`config.mk`:
```
export PLATFORM = sky130hd
export DESIGN_NAME = bus_timeout_mon
export DESIGN_NICKNAME = d
export VERILOG_FILES = /design/src/rtl/bus_timeout_mon.sv
export SDC_FILE = /design/constraint.sdc
export NUM_CORES = 1
export LEC_CHECK = 0
export BUFFER_PORTS_ARGS = -buffer_cell sky130_fd_sc_hd__buf_2
export CAP_MARGIN = 20
export CELL_PAD_IN_SITES_DETAIL_PLACEMENT = 1
export CELL_PAD_IN_SITES_GLOBAL_PLACEMENT = 2
export CORE_MARGIN = 3
export CORE_UTILIZATION = 35
export CTS_CLUSTER_SIZE = 28
export DETAILED_ROUTE_END_ITERATION = 16
export PLACE_DENSITY = 0.77
export SLEW_MARGIN = 20
export SYNTH_ARGS = -nofsm -noshare
export SYNTH_HDL_FRONTEND = slang
export SYNTH_SLANG_ARGS = --single-unit
```
`constraint.sdc`:
```
create_clock -name clk -period 3.1 [get_ports clk]
set_input_delay 0.465 -clock clk [delete_from_list [all_inputs] [get_ports clk]]
set_output_delay 0.465 -clock clk [all_outputs]
set_load 0.005 [all_outputs]
```
`src/rtl/bus_timeout_mon.sv`:
```
module bus_timeout_mon #(
  parameter int PRE_W  = 3,
  parameter int LIM_W  = 8,
  parameter int BEAT_W = 2
) (
  input  logic              clk,
  input  logic              rst_n,
  input  logic              xfer_start,
  input  logic              xfer_ack,
  input  logic              xfer_err,
  input  logic              xfer_retry,
  input  logic              burst_i,
  input  logic [BEAT_W-1:0] beats_m1,
  input  logic              mon_en,
  input  logic [LIM_W-1:0]  tmo_limit,
  input  logic              freeze_i,
  input  logic              dbg_req_i,
  output logic              tea_o
);

  localparam logic [LIM_W-1:0] LIM_ONE = LIM_W'(1);

  logic              busy_q, armed_q, tea_q;
  logic [PRE_W-1:0]  pre_q;
  logic [LIM_W-1:0]  cnt_q, lim_q;
  logic [BEAT_W-1:0] left_q;

  wire tick    = &pre_q;
  wire forced  = freeze_i | dbg_req_i;
  wire on      = armed_q | forced;
  wire at_lim  = cnt_q >= lim_q;
  wire hit_nxt = tick && (({1'b0, cnt_q} + 1'b1) >= {1'b0, lim_q});
  wire answer  = xfer_ack | xfer_err | xfer_retry;
  wire fire    = busy_q & on & (at_lim | hit_nxt) & ~answer & ~xfer_start;

  wire [LIM_W-1:0] lim_eff = (tmo_limit == '0) ? LIM_ONE : tmo_limit;

  assign tea_o = tea_q;

  always_ff @(posedge clk or negedge rst_n) begin
    if (!rst_n) begin
      busy_q  <= 1'b0;
      armed_q <= 1'b0;
      tea_q   <= 1'b0;
      pre_q   <= '0;
      cnt_q   <= '0;
      lim_q   <= LIM_ONE;
      left_q  <= '0;
    end else begin
      tea_q <= fire;
      if (xfer_start) begin
        busy_q  <= 1'b1;
        armed_q <= mon_en;
        pre_q   <= '0;
        cnt_q   <= '0;
        lim_q   <= lim_eff;
        left_q  <= burst_i ? beats_m1 : '0;
      end else if (busy_q) begin
        if (answer) begin
          if (xfer_ack && !xfer_err && !xfer_retry && left_q != '0) begin
            left_q <= left_q - 1'b1;
            pre_q  <= '0;
            cnt_q  <= '0;
          end else begin
            busy_q <= 1'b0;
          end
        end else if (fire) begin
          busy_q <= 1'b0;
        end else begin
          pre_q <= pre_q + 1'b1;
          if (tick && !at_lim) cnt_q <= cnt_q + 1'b1;
        end
      end
    end
  end

endmodule


```
==> metrics, run 1 <==
Clk pwr share 0.330; # clock sinks 24; Initial Utilization 0.368; root buffer cell clkbuf_8; ordered cell list for the critical path and3_4, nand3_1, nor2_1, xor2_1, ha_1, nand2_1, nor3_2, a221oi_4, o2111a_2, a21boi_1, a21o_1; Die ar. approximately 5500 um2; Final Cycle Share 0.933; DR iter-0 viols 62; latest clock arrival within the worst-skew pair approximately 0.27 ns; post-synth top area cell dfrtp_1; gpl congestion ~0.94; Cell Area, Placed about 1800 um2; largest net degree at the start of global routing 25; iteration count of the initial detailed-routing pass 4; top cells by area, synth dfrtp_1 35%, ha_1 15%, o21ai_0 5.5%; Setup CP Type reg -> reg; antenna cells 0; TritonCTS clock tree done; crit path capture cnt_q[6]$_DFFE_PN0P_; EDFF count, synth 0; Worst Tran Pin Value 0.571 ns; status completed; Sequential Power Share 0.500; final hold violations 0; share of layout cells above drive strength 1 0.196; CTS Buf Count 3; maximum VDD drop ~0.13 mV; Setup WS pre-CTS ~0.13 ns; P_int a little under 0.0005 W; Longest Clk Path Bufs 2; leak pwr between 0.9 and 1 nW; core box area 4440 um2; depth of the CTS H-tree 1; post-CTS setup buffer count 0; Hold Crit Class in -> async; Distinct cells, synth around 40; Required @ worst endpoint 3.32 ns; Via-to-Cell Ratio between 5 and 6; Design Area, Final 1860 um2; crit path max fanout 7; Antenna Nets Post-Route 0; Routed Wire Length 4.21 mm; syn nets 216; # nets final 240; reg2reg start cnt_q[3]$_DFFE_PN0P_; Yosys top cell area share 0.352; slew margin rel. 0.619; R2R Setup Slk 0.21 ns; maxcap violations 0; Crit path arrival time a little over 3 ns; Logic pwr share 0.170; Synth-to-Final Area Change 13.9%; Worst path slowest cell dfrtp_1; Final Max Tran Viols 0; Seq/Total Area, Yosys 0.368; yosys warns 0; final total power between 0.0006 and 0.0007 W; setup ws final approximately 0.21 ns; Tmin final 2.89 ns; RSZ-0062 raised after global routing false; via count between 1000 and 1500; RR Endpoint cnt_q[6]$_DFFE_PN0P_; Setup crit start cnt_q[3]$_DFFE_PN0P_; FFs w/ async S/R, synth 1.00; Final setup viols 0; CP Capture Type flip-flop; std cell rows 24; Post-Syn Area 1640 um2; Die Height 74.4 um; global-route wire length before repair 7.05 mm; R2R depth 11; Synth Instances 176; Worst Setup Start Kind flip-flop; fillcell total 541; ys flop type dfrtp_1; Final Util 0.419; vias in the first global route between 1000 and 1500; Clock Skew ~0.0023 ns; fmax between 0.3 and 0.4 GHz; clock-pin transition on the worst setup and hold timing paths 0.09 ns; total gr overflow 0; Synth Register Bits 24; syn_area_per_cell ~9.3 um2; TNS Setup 0 ns; dpl hpwl 3.37 mm; GRT Total Usage 0.170; Top-Level Pins 21; initial antenna violation count 0; Sw Share 0.275; Largest stage delay, worst path approximately 0.49 ns; die width 74.4 um; number of remaining DRC errors 0; WL per Instance between 15 and 20 um; Cell Pwr Density 360 nW/um2; Port Buf Inserts 20; Switch Pwr between 0.00015 and 0.0002 W
-- stage by stage --
step	cells	hold slack (ns)
6_report	251	0.177
5_1_grt	251	0.213
3_3_place_gp	247	0.468
3_5_place_dp	247	0.480
4_1_cts	251	0.200
2_1_floorplan	176	0.169
-- critical path, delay by kind of cell (launching register included) --
family,cells,cell delay (ns)
xor+xnor,1,0.23
fa+ha+maj,1,0.32
compound gates,4,1.04
simple gates,5,0.76
flops,1,0.49
-- Yosys cell counts, types with 2 or more instances --
cell type  count
xnor2_1        4
o21ai_1        2
nor3_1         6
xor2_1         2
ha_1          20
nor4_1         3
a22o_1         5
inv_1         13
nand3_1        9
a21oi_1        7
dfrtp_1       23
o21ai_0       18
nand2_1       23
and3_1         4
clkbuf_1       2
a21o_1         2
and2_1         2
nor2_1         8
-- placed cells by master, fill, tap and decap left out, types with 2 or more instances in the layout --
master    netlist  routed
xnor2_1         4       4
buf_2           0      20
ha_1           20      19
a22o_1          5       5
nand2_1        23      23
dfrtp_1        23      23
xor2_1          2       2
clkbuf_8        0       4
a21oi_1         7       7
o21ai_1         2       2
nor2_1          8       8
nor3_1          6       5
and2_1          2       2
o21ai_0        18      18
nand3_1         9       9
a21o_1          2       2
inv_1          13      13
and3_1          4       4
nor4_1          3       3
-- worst min-delay path by stage --
stage                          from              endpoint  slack, ns  depth (start not counted)
2_1_floorplan                 rst_n   armed_q$_DFFE_PN0P_       0.17                          0
3_3_place_gp   pre_q[1]$_DFFE_PN0P_  pre_q[1]$_DFFE_PN0P_       0.47                          2
3_5_place_dp   pre_q[1]$_DFFE_PN0P_  pre_q[1]$_DFFE_PN0P_       0.48                          2
4_1_cts                       rst_n  cnt_q[7]$_DFFE_PN0P_       0.20                          1
5_1_grt                       rst_n  cnt_q[2]$_DFFE_PN0P_       0.21                          1
6_report                      rst_n   armed_q$_DFFE_PN0P_       0.18                          1
-- cells by family after synthesis --
group	synth area share
buf+inv	0.0344
fa+ha+maj	0.153
xor+xnor	0.0321
simple gates	0.190
flops	0.368
mux	0.0130
compound gates	0.209
-- sequential cells by signal, summed over array words and instances, names as in the netlist --
name / cells
cnt_q: 8
pre_q: 3
tea_o: 1
armed_q: 1
left_q: 2
busy_q: 1
lim_q: 8
-- power groups by stage --
stage / registers, W / clock network [W] / logic [W]
6_report: 0.000335 / 0.000221 / 0.000114
5_1_grt: 0.000337 / 0.000248 / 0.000131
4_1_cts: 0.000335 / 0.000228 / 0.000115
3_5_place_dp: 0.000342 / 0 / 0.000115
3_3_place_gp: 0.000341 / 0 / 0.000107
2_1_floorplan: 0.000339 / 0 / 0.0000705
-- layout make-up --
type | instances | area (um2) | share of cell area
clock buffer | 4 | 55.1 | 0.0295
inverter | 13 | 48.8 | 0.0262
multi-input combinational | 137 | 986 | 0.529
sequential | 24 | 602 | 0.323
tap | 52 | 65.1 | 0.0349
timing repair buffer | 21 | 108 | 0.0577
-- per-layer routing --
metal	part of all wire	wire length, um	GRT usage
met5	0	0	0
met4	0.017	73	0.0652
met3	0.041	172	0.0257
met2	0.47	2000	0.267
met1	0.47	1970	0.236
-- timing repair --
action,4_1_cts,5_1_grt
setup endpoints to repair,0,5
gates resized for setup,0,2
hold buffers,0,0
Power figures use the tool's default switching activity.
==> run 2, diff against run 1 <==
==> constraint.sdc (replaced) <==
create_clock -name clk -period 2.8 [get_ports clk]
set_input_delay 0.42 -clock clk [delete_from_list [all_inputs] [get_ports clk]]
set_output_delay 0.42 -clock clk [all_outputs]
set_load 0.005 [all_outputs]
==> metrics, run 2 (synthesis results as in run 1) <==
status completed; GRT Total Usage 0.175; most frequent cells in the layout 23 x dfrtp_1, 21 x nand2_1, 20 x buf_2, 18 x ha_1, 17 x o21ai_0; TNS Setup 0 ns; maximum VDD drop between 0.1 and 0.15 mV; post-placement cell count about 260; iteration count of the initial detailed-routing pass 4; Cell Area, Placed 1880 um2; GR Util met2 0.298; die width approximately 74 um; total gr overflow 0; GR Layer Usage met3 0.0216; Final Max Tran Viols 0; Worst Tran Pin Value between 0.5 and 0.6 ns; Worst Setup Start Kind flip-flop; Setup CP Type reg -> reg; final hold violations 0; Final Util 0.453; core box area 4440 um2; number of remaining DRC errors 0; leak pwr 1.00 nW; Clock Skew between 0.003 and 0.004 ns; crit path buf inv count 1; slew margin rel. 0.635; grt peak-use layer met2; depth of the CTS H-tree 1; top flop regs cnt_q: 8 flops, lim_q: 8 flops, pre_q: 3 flops; dpl hpwl 3.50 mm; Die Height between 70 and 80 um; CTS Buf Count 3; Required @ worst endpoint about 3 ns; Largest stage delay, worst path around 0.40 ns; crit path max fanout 7; commonest non-fill, non-tap cell in the layout dfrtp_1; Final setup viols 0; initial antenna violation count 0; Initial Utilization 0.368; Tmin final 2.67 ns; TritonCTS clock tree done; Synth-to-Final Area Change 23.0%; Worst path slowest cell dfrtp_1; maxcap violations 0; post-route insts no fill around 270; Port Buf Inserts 20; Die ar. between 5000 and 6000 um2; Hold Crit Class in -> async; # clock sinks 24; via count ~1500; Longest Clk Path Bufs 2; grt met1 use 0.228; Crit path arrival time ~2.8 ns; Design Area, Final between 2000 and 2500 um2; final total power roughly 0.00075 W; vias in the first global route about 1600; family with the most delay on the worst path simple AND/OR/NAND/NOR gates; Via-to-Cell Ratio 5.48; antenna cells 0; std cell rows 24; WL per Instance 16.4 um; root buffer cell clkbuf_8; fmax 0.374 GHz; Routed Wire Length approximately 4.4 mm; Final Cycle Share 0.954; CP Capture Type flip-flop; clock-pin transition on the worst setup and hold timing paths 0.09 ns; Cell Pwr Density 375 nW/um2; ordered cell list for the critical path ha_4, nand3_1, or2_2, nand2_2, ha_4, nand2_2, nor3_1, buf_4, a221oi_4, o221ai_4, nand2b_4, a22o_1; gpl congestion roughly 0.84; latest clock arrival within the worst-skew pair 0.28 ns; share of layout cells above drive strength 1 0.276; Top-Level Pins 21; DR iter-0 viols between 80 and 90; # nets final between 200 and 300; # hold bufs at CTS 0; largest net degree at the start of global routing 25; Antenna Nets Post-Route 0; global-route wire length before repair around 7.4 mm
[run 2: power breakdown]
group          switching, W  total [W]  leakage [nW]  internal [W]
Combinational     0.0000801   0.000137         0.660     0.0000569
Sequential       0.00000669   0.000371         0.312      0.000364
Clock              0.000121   0.000247        0.0288      0.000126
[run 2: area by class of cell]
class	count	area, um2
Inverter	13	48.8
Clock buffer	4	55.1
Tap cell	52	65.1
Fill cell	539	2430
Multi-Input combinational cell	137	1020
Timing Repair Buffer	36	220
Sequential cell	24	602
[run 2: worst reg2reg max path: stages (launching register included)]
cell	delay, ns
dfrtp_1	0.40
ha_4	0.19
nand3_1	0.10
or2_2	0.31
nand2_2	0.12
ha_4	0.22
nand2_2	0.08
nor3_1	0.04
buf_4	0.13
a221oi_4	0.37
o221ai_4	0.20
nand2b_4	0.21
a22o_1	0.20
[run 2: worst paths after layout]
check                      slack [ns]              endpoint                  from  cells after the start
max in group asynchronous        2.31  lim_q[0]$_DFFE_PN1P_                 rst_n                      1
setup / recovery                 0.13  cnt_q[4]$_DFFE_PN0P_  cnt_q[1]$_DFFE_PN0P_                     12
hold reg to reg                  0.51  lim_q[0]$_DFFE_PN1P_  lim_q[0]$_DFFE_PN1P_                      2
setup reg to reg                 0.13  cnt_q[4]$_DFFE_PN0P_  cnt_q[1]$_DFFE_PN0P_                     12
min in group clk                 0.36  lim_q[5]$_DFFE_PN0P_          tmo_limit[5]                      3
hold / removal                   0.11  pre_q[2]$_DFFE_PN0P_                 rst_n                      1
[run 2: what timing repair did]
item	4_1_cts	5_1_grt
resized for setup	1	8
setup buffers	2	3
pin swaps	2	3
setup endpoints to repair	6	11
[run 2: per-stage QoR]
step,setup WS [ns],hold WS [ns]
2_1_floorplan,0.241,0.124
3_3_place_gp,0.0494,0.428
3_5_place_dp,-0.0481,0.444
4_1_cts,0.0257,0.140
5_1_grt,-0.0414,0.156
6_report,0.129,0.115
[run 2: layer usage]
metal | vias up | share of wire
met5 | - | 0
met4 | 0 | 0.016
met2 | 23 | 0.51
met3 | 7 | 0.028
li1 | 706 | -
met1 | 723 | 0.45
==> run 3, diff against run 2 <==
--- a/config.mk
+++ b/config.mk
@@ -13,7 +13,7 @@
 export CORE_UTILIZATION = 35
 export CTS_CLUSTER_SIZE = 28
 export DETAILED_ROUTE_END_ITERATION = 16
-export PLACE_DENSITY = 0.77
+export PLACE_DENSITY = 0.83
 export SLEW_MARGIN = 20
 export SYNTH_ARGS = -nofsm -noshare
 export SYNTH_HDL_FRONTEND = slang
==> metrics, run 3 (synthesis results as in run 1) <==
Crit path arrival time just under 3 ns; Design Area, Final about 1900 um2; top flop regs cnt_q: 8 flops, lim_q: 8 flops, pre_q: 3 flops; Final setup viols 0; Worst Setup Start Kind flip-flop; Routed Wire Length 4.34 mm; R2R depth 11; Final Max Tran Viols 0; clock-pin transition on the worst setup and hold timing paths about 0.090 ns; initial antenna violation count 0; vias in the first global route approximately 1500; setup ws final 0.114 ns; fillcell total between 500 and 600; maximum VDD drop 0.166 mV; number of remaining DRC errors 0; dpl hpwl 3.49 mm; CP Capture Type flip-flop; total gr overflow 0; via count around 1500; Worst Tran Pin Value approximately 0.54 ns; Top-Level Pins 21; WL per Instance between 15 and 20 um; RSZ-0062 raised after global routing false; Antenna Nets Post-Route 0; Required @ worst endpoint between 3 and 4 ns; # nets final roughly 250; Longest Clk Path Bufs 2; Synth-to-Final Area Change 17.1%; Die Height approximately 74 um; gpl congestion ~0.9; most frequent cells in the layout 23 x nand2_1, 23 x dfrtp_1, 20 x buf_2, 19 x ha_1, 18 x o21ai_0; CTS Buf Count 3; Setup CP Type reg -> reg; iteration count of the initial detailed-routing pass 4; slew margin rel. 0.641; core box area approximately 4400 um2; TNS Setup 0 ns; Final Cycle Share 0.959; latest clock arrival within the worst-skew pair around 0.27 ns; crit path max fanout 7; Die ar. 5530 um2; final hold violations 0; status completed; std cell rows 24; maxcap violations 0; Hold Crit Class in -> async; fmax about 0.37 GHz; Setup WS pre-CTS just under 0.006 ns; Tmin final between 2 and 3 ns; Port Buf Inserts 20; # clock sinks 24; Initial Utilization 0.368; DR iter-0 viols 54; Cell Area, Placed between 1500 and 2000 um2; Via-to-Cell Ratio roughly 5.6; leak pwr around 0.95 nW; GRT Total Usage 0.171; Clock Skew roughly 0.0014 ns; antenna cells 0; largest net degree at the start of global routing 25; # hold bufs at CTS 0; global-route wire length before repair slightly above 7 mm; depth of the CTS H-tree 1; die width between 70 and 80 um; TritonCTS clock tree done; Storage cell area 602 um2; root buffer cell clkbuf_8; share of layout cells above drive strength 1 0.218; area of the multi-input gates 996 um2; Cell Pwr Density between 300 and 400 nW/um2
[run 3: cell types whose count changed in the layout (fill, tap and decap cells not counted), sizes merged]
| cell | previous run | this run |
|---|---|---|
| buf | 36 | 28 |
[run 3: area by class of cell]
type,instances,share of cell area
clock buffer,4,0.0235
inverter,13,0.0255
multi-input combinational,137,0.520
sequential,24,0.314
tap,52,0.0339
timing repair buffer,28,0.0836
[run 3: path summary, 6_finish.rpt]
kind / from / to / slack [ns]
min reg2reg: pre_q[2]$_DFFE_PN0P_ / pre_q[2]$_DFFE_PN0P_ / 0.51
max: cnt_q[1]$_DFFE_PN0P_ / cnt_q[6]$_DFFE_PN0P_ / 0.11
min in group clk: tmo_limit[6] / lim_q[6]$_DFFE_PN0P_ / 0.37
min: rst_n / cnt_q[5]$_DFFE_PN0P_ / 0.12
max reg2reg: cnt_q[1]$_DFFE_PN0P_ / cnt_q[6]$_DFFE_PN0P_ / 0.11
max in group asynchronous: rst_n / lim_q[0]$_DFFE_PN1P_ / 2.31
[run 3: critical path: stages (launching register included)]
cell	delay, ns
dfrtp_1	0.40
ha_4	0.19
nand3_1	0.11
or2_2	0.32
nand2_1	0.08
ha_1	0.23
a21oi_1	0.12
o21ai_0	0.15
a221oi_4	0.36
o2111a_2	0.36
a21boi_1	0.19
a21o_1	0.11
[run 3: routing by layer]
| metal | GRT usage | up-vias | wire length, um |
|---|---|---|---|
| met5 | 0 | - | 0 |
| met4 | 0.0553 | 0 | 103 |
| met3 | 0.0270 | 11 | 122 |
| met2 | 0.300 | 28 | 2200 |
| met1 | 0.213 | 726 | 1910 |
| li1 | - | 689 | - |
[run 3: what timing repair did]
action / 4_1_cts / 5_1_grt
pin swaps: 0 / 2
endpoints found under the setup margin: 1 / 9
buffers inserted: 0 / 1
gates resized for setup: 1 / 2
[run 3: through the flow]
stage | std cells | hold WS (ns) | power [W] | util
floorplan | 176 | 0.124 | 0.000454 | -
global placement | 253 | 0.430 | 0.000494 | 0.416
detailed placement | 253 | 0.445 | 0.000505 | 0.416
CTS | 257 | 0.147 | 0.000723 | 0.426
global route | 258 | 0.160 | 0.000758 | 0.431
finish | 258 | 0.120 | 0.000718 | 0.431
[run 3: where the power goes]
| part | switching (W) | leakage (nW) | internal [W] |
|---|---|---|---|
| clock network | 0.000116 | 0.0228 | 0.000102 |
| registers | 0.00000689 | 0.312 | 0.000364 |
| logic | 0.0000781 | 0.620 | 0.0000511 |
